--- config.mk ---
export PLATFORM = sky130hd
export DESIGN_NAME = inst_ctrl_decoder
export DESIGN_NICKNAME = d
export VERILOG_FILES = /design/src/rtl/inst_ctrl_decoder.sv
export SDC_FILE = /design/constraint.sdc
export NUM_CORES = 1
export LEC_CHECK = 0
export ABC_AREA = 0
export BUFFER_PORTS_ARGS = -buffer_cell sky130_fd_sc_hd__buf_2
export CAP_MARGIN = 20
export CORE_AREA = 2 2 39 41
export DETAILED_ROUTE_END_ITERATION = 10
export DIE_AREA = 0 0 41 43
export GPL_ROUTABILITY_DRIVEN = 1
export PLACE_DENSITY = 0.64
export SETUP_SLACK_MARGIN = 0.02
export SLEW_MARGIN = 5
export SYNTH_ARGS = -nofsm -noshare
export SYNTH_HDL_FRONTEND = slang
export SYNTH_SLANG_ARGS = --single-unit
--- constraint.sdc ---
create_clock -name vclk -period 1.7
set_input_delay 0.255 -clock vclk [all_inputs]
set_output_delay 0.255 -clock vclk [all_outputs]
set_load 0.05 [all_outputs]
--- src/rtl/inst_ctrl_decoder.sv ---
module inst_ctrl_decoder #(
  parameter int IW_W   = 32,
  parameter int NUM_W  = 3,
  parameter int CTRL_W = 6,
  parameter int N_INST = 4
) (
  input  logic [IW_W-1:0]   instr_i,
  output logic [NUM_W-1:0]  inst_num_o,
  output logic              inst_valid_o,
  output logic [CTRL_W-1:0] ctrl_word_o,
  output logic              reg_wr_o,
  output logic [2:0]        alu_op_o,
  output logic              alu_src_imm_o,
  output logic              mem_to_reg_o
);
  localparam int TBL_DEPTH = 1 << NUM_W;

  localparam logic [6:0] OPC_OPIMM = 7'b0010011;
  localparam logic [6:0] OPC_OP    = 7'b0110011;
  localparam logic [6:0] OPC_LOAD  = 7'b0000011;

  logic [6:0] opc, f7;
  logic [2:0] f3;
  logic [N_INST-1:0] hit;
  logic [NUM_W-1:0] num;
  logic any_hit;
  logic [CTRL_W-1:0] tbl_word;

  assign opc = instr_i[6:0];
  assign f3  = instr_i[14:12];
  assign f7  = instr_i[31:25];

  assign hit[0] = (opc == OPC_OPIMM) && (f3 == 3'b000);
  assign hit[1] = (opc == OPC_OP) && (f3 == 3'b000) && (f7 == 7'b0000000);
  assign hit[2] = (opc == OPC_OP) && (f3 == 3'b000) && (f7 == 7'b0100000);
  assign hit[3] = (opc == OPC_LOAD) && (f3 == 3'b010);

  always_comb begin
    num = '0;
    for (int k = 0; k < N_INST; k++)
      if (hit[k]) num = NUM_W'(k);
  end
  assign any_hit = |hit;

  function automatic logic [CTRL_W-1:0] table_row(input logic [NUM_W-1:0] idx);
    case (idx)
      NUM_W'(0): table_row = 6'b010001;
      NUM_W'(1): table_row = 6'b010000;
      NUM_W'(2): table_row = 6'b010010;
      NUM_W'(3): table_row = 6'b110001;
      default:   table_row = '0;
    endcase
  endfunction

  logic [CTRL_W-1:0] rom [TBL_DEPTH];
  for (genvar g = 0; g < TBL_DEPTH; g++) begin : g_rom
    assign rom[g] = table_row(NUM_W'(g));
  end

  assign tbl_word     = rom[num];
  assign ctrl_word_o  = any_hit ? tbl_word : '0;
  assign inst_num_o   = num;
  assign inst_valid_o = any_hit;

  assign alu_src_imm_o = ctrl_word_o[0];
  assign alu_op_o      = ctrl_word_o[3:1];
  assign reg_wr_o      = ctrl_word_o[4];
  assign mem_to_reg_o  = ctrl_word_o[5];

  always_comb begin
    assert_one_match_R6: assert ($onehot0(hit))
      else $error("more than one match line active");
    assert_unknown_is_quiet_R5: assert (inst_valid_o || (!reg_wr_o && !mem_to_reg_o && inst_num_o == '0))
      else $error("unrecognised word drives controls");
    assert_memsel_only_load_R4: assert (!mem_to_reg_o || (inst_valid_o && inst_num_o == NUM_W'(3)))
      else $error("write-back select outside load");
    assert_sub_code_only_sub_R3: assert (alu_op_o != 3'b001 || inst_num_o == NUM_W'(2))
      else $error("subtract code outside subtract");
    assert_fields_agree_R7: assert ({mem_to_reg_o, reg_wr_o, alu_op_o, alu_src_imm_o} == ctrl_word_o)
      else $error("split fields disagree with word");
  end
endmodule

# Yosys cells after proc, flatten, opt, wreduce, memory -nomap -nowiden

Memories as Yosys holds them, arrays and structs flattened.
Index checks and enable logic that the tools add are counted.

Bits in registers: 0
ROM bits: 48
Word-level logic and storage cells: 22
Output and inout port bits: 16
Memories kept: 1
Input bits: 32

Memories:

| memory           | depth | bits a word | read ports | clocked after memory_dff | write ports | line | text |
|---|---|---|---|---|---|---|---|
| (name not given) | 8     | 6           | 1          | 0                        | 0           | 60   | `assign tbl_word = rom[num];` |

Muxes and demuxes: 6
Reduce and logical (&&, ||, !) cells: 8
Bitwise gates (word level): 1
Eq/ne operators: 5
Magnitude comparators: 1

Operator list:

| kind               | number |
|---|---|
| $mux 6             | 3 |
| $eq 7x6->1 const B | 2 |
| $eq 7x2->1 const B | 1 |
| $eq 7x5->1 const B | 1 |
| $logic_not 7->1    | 1 |
| $mux 3             | 2 |
| $logic_and 1x1->1  | 5 |
| $ge 4x4->1 const B | 1 |
| $not 3->4          | 1 |
| $reduce_or 4->1    | 1 |
| $eq 3x2->1 const B | 1 |
| $logic_not 3->1    | 1 |
| $mux 1             | 1 |

# Depth between registers and ports, before layout

Depth in word-level cells: 11
Gate-level depth with buffers: 7
Mapped depth without buffers: 6

# Worst setup path before layout

No wires, ideal clock.

Path kind: input to output
Start: input port instr_i[12]
End: output port ctrl_word_o[0]
Buffers on the path: 1
Required time: 1445 ps
Arrival time: 3050 ps
Slack: -1605 ps
Stages on the path: 6
Cells stage by stage: nor4_4 > nand4b_4 > a21oi_1 > ha_1 > a211oi_2 > buf_4

RTL lines:

| item                                        | line | text |
|---|---|---|
| from (decl)                                 | 7    | `input logic [IW_W-1:0] instr_i,` |
| $logic_not 3->1                             | 35   | `assign hit[2] = (opc == OPC_OP) && (f3 == 3'b000) && (f7 == 7'b0100000);` |
| $logic_and 1x1->1 (2 in a row)              | 35   |  |
| $mux 3                                      | 41   | `if (hit[k]) num = NUM_W'(k);` |
| $mux 3 *                                    | 41   |  |
| net inst_num_o[1]                           | 8    | `output logic [NUM_W-1:0] inst_num_o,` |
| $not 3->4 (not written as such) *           | 60   |  |
| $mem_v2 8x6 *                               | -    |  |
| $mux 6 (not written as such) * (2 in a row) | 60   |  |
| $mux 6 *                                    | 61   | `assign ctrl_word_o = any_hit ? tbl_word : '0;` |
| to (decl)                                   | 10   | `output logic [CTRL_W-1:0] ctrl_word_o,` |

Mark *: on every way through the listed nets, which the timed path passes. The rest lies on a longest branch. The select of a mux whose other input is x is not followed.

# Worst setup path in the final report

Start: input port instr_i[4]
End: output port alu_src_imm_o

Cells in the longest elaborated chain, start to end: 11

RTL lines:

| item                                      | line   | text |
|---|---|---|
| $eq 7x6->1                                | 34, 35 |  |
| $logic_and 1x1->1                         | 34, 35 |  |
| $logic_and 1x1->1                         | 34     | `assign hit[1] = (opc == OPC_OP) && (f3 == 3'b000) && (f7 == 7'b0000000);` |
| $mux 1                                    | 41     |  |
| $mux 3 (2 in a row)                       | 41     |  |
| $not 3->4 (not written as such)           | 60     |  |
| $mem_v2 8x6                               | -      |  |
| $mux 6 (not written as such) (2 in a row) | 60     |  |
| $mux 6 *                                  | 61     |  |
| to (decl)                                 | 13     | `output logic alu_src_imm_o,` |

Mark *: on every way between the ends. The rest lies on a longest branch, timed or not. The select of a mux whose other input is x is not followed.

==> flow_summary.yaml <==
route:
  first_pass_iters: 2
  postRouteAntennaNets: 0
  drc_errors: 0
  avgViaCountPerCell: 4.33
  vias: 346
  first_iter_violations: 1
  wire_per_inst_um: 9.81
  routed_wl_um: 785
logic_synthesis:
  synth.largest_area_cell: "buf_4"
  synth.top_cell.area_share_pct: 27.6
  yosysSeqAreaShare_pct: 0
  ys_types: 19
  yosysMostFrequentCell: "buf_4"
  synthTopCellsByArea: "buf_4, a211oi_2, nand4b_4, nor4_4, a21oi_1"
  synth_cells: 33
  syn_avg_cell_area_um2: 8.23
  synth_area_um2: 272
  yosys_warnings: 0
  yosys-top-cells-count: "buf_4, a21oi_1, a211oi_2, inv_1"
global_route:
  antenna_found_initial: 0
  grtUsageTotal_pct: 8.09
  first_global_vias: 286
  grt_pass1_wl_um: 1060
  grt_max_degree: 5
  grt-ovfl-total: 0
critical_path:
  criticalPathCategory: "input port to primary output"
  cp_max_fo: 3
  cp-end-kind: "primary output"
  critPathArrivalTime_ps: 1680
  crit_path_start: "instr_i[4]"
  cp-start-kind: "input port"
  slowest_delay_ps: 410
  cp_cell_sequence: "buf_2, or3b_4, buf_6, a21oi_4, ha_4, a211oi_4, buf_6"
  crit_slowest_cell: "or3b_4"
  cp.required_ps: 1440
  crit_path_frequent_cell: "buf_6"
cells_and_area:
  drive_above_1_share_pct: 81.3
  syn2layout_area_growth_pct: 122
  register_area_um2: 0
  clkbuf_count: 0
  design.seq.count: 0
  diodes: 0
  fin_cells: 80
  layout.nets: 99
  final_area_um2: 603
sta:
  drv_slew: 0
  setup_viol: 8
  rsz0062_at_grt: "true"
  fmax_mhz: 517
  hold_viol_final: 0
  whs_ps: 1020
  layout_setup_ws_ps: -235
  finalCritPeriodShare_pct: 114
  min_period_ps: 1940
pwr:
  vdd_drop_max_v: 0.0000658
  fin_total_pwr_uw: 88.0
  power.density_mw_per_mm2: 146
  leakagePower_uw: 0.000273
placement:
  gp_congestion: 0.587
  placed_cell_area_um2: 463
  dp.final_hpwl_um: 612
  placedCellCount: 78
  io_buffers: 28
floorplan:
  num_rows: 14
  die-area_mm2: 0.00176
  core_mm2: 0.00138
  die-width_um: 41
  fp.dieH_um: 43
  io_pins: 48
  start_util_pct: 19.6
run:
  cap_violations: 0
run_status:
  failed_checks: "setup timing"
  status: "finished, violations left"
hold_path:
  worstHoldStart: "instr_i[30]"
  hp-class: "input port to primary output"
clocking:
  postCtsHoldBufs: 0
-- report_power, final --
group / switching (µW) / total [µW] / internal, µW
registers: 0 / 0 / 0
clock network: 0 / 0 / 0
logic: 51.8 / 88.0 / 36.2
total: 51.8 / 88.0 / 36.2
-- per-layer routing --
| metal | track usage, % | vias up | wire, µm |
|---|---|---|---|
| met5 | 0 | - | 0 |
| li1 | - | 168 | - |
| met4 | 0 | 0 | 0 |
| met1 | 8.23 | 159 | 268 |
| met3 | 0 | 0 | 76 |
| met2 | 17.2 | 19 | 440 |
-- layout by cell type (no fill, tap or decap) --
cell      instances
conb_1            5
nand2b_1          1
a211oi_4          2
buf_2            13
nor3_4            1
a21oi_4           2
nor2_1            1
or3b_4            1
a21oi_2           1
inv_1             1
ha_4              1
and4bb_2          1
nand4_1           1
inv_2             1
a21oi_1           1
nand3_1           1
buf_6            14
nor3_2            1
nor4_2            1
buf_4            10
nand3_2           1
xor2_1            1
nand4b_4          1
nor4_4            1
-- logic make-up (layout without fill, tap and decap cells) --
logic type | after synthesis | count (layout) | share of synthesized area, %
XOR/XNOR | 1 | 1 | 3.23
other | 1 | 5 | 1.38
buffers and inverters | 12 | 39 | 30.4
AND/OR/NAND/NOR | 12 | 12 | 43.8
AO/OA/AOI/OAI | 6 | 6 | 16.6
adder cells (fa/ha/maj) | 1 | 1 | 4.61
-- worst max-delay path: cells and delay by family --
family | cells | cell delay [ps]
buffers and inverters | 3 | 450
adder cells (fa/ha/maj) | 1 | 220
AND/OR/NAND/NOR | 1 | 410
AO/OA/AOI/OAI | 2 | 340
-- stage by stage --
stage | utilization, % | worst slack (ps) | TNS, ps
6_report | 43.6 | -235 | -1250
5_1_grt | 43.6 | -283 | -1910
4_1_cts | 39.0 | -244 | -1120
3_5_place_dp | 33.5 | -362 | -1670
3_3_place_gp | 33.5 | -338 | -1440
2_1_floorplan | - | -758 | -4410
-- layout make-up --
type                            instances  area, µm²
Multi-Input combinational cell         25        278
Inverter                                2       7.51
Timing Repair Buffer                   37        298
Fill cell                             145        781
Tap cell                               16       20.0
-- final timing paths --
kind / depth (start not counted) / slack (ps) / endpoint
max: 7 / -240 / alu_src_imm_o
min: 5 / 1020 / ctrl_word_o[1]
-- what timing repair did --
action	CTS	global route
buffers inserted	1	1
pin swaps	1	3
resized for setup	22	11
setup endpoints to repair	10	10
(Power assumes the default switching activity.)
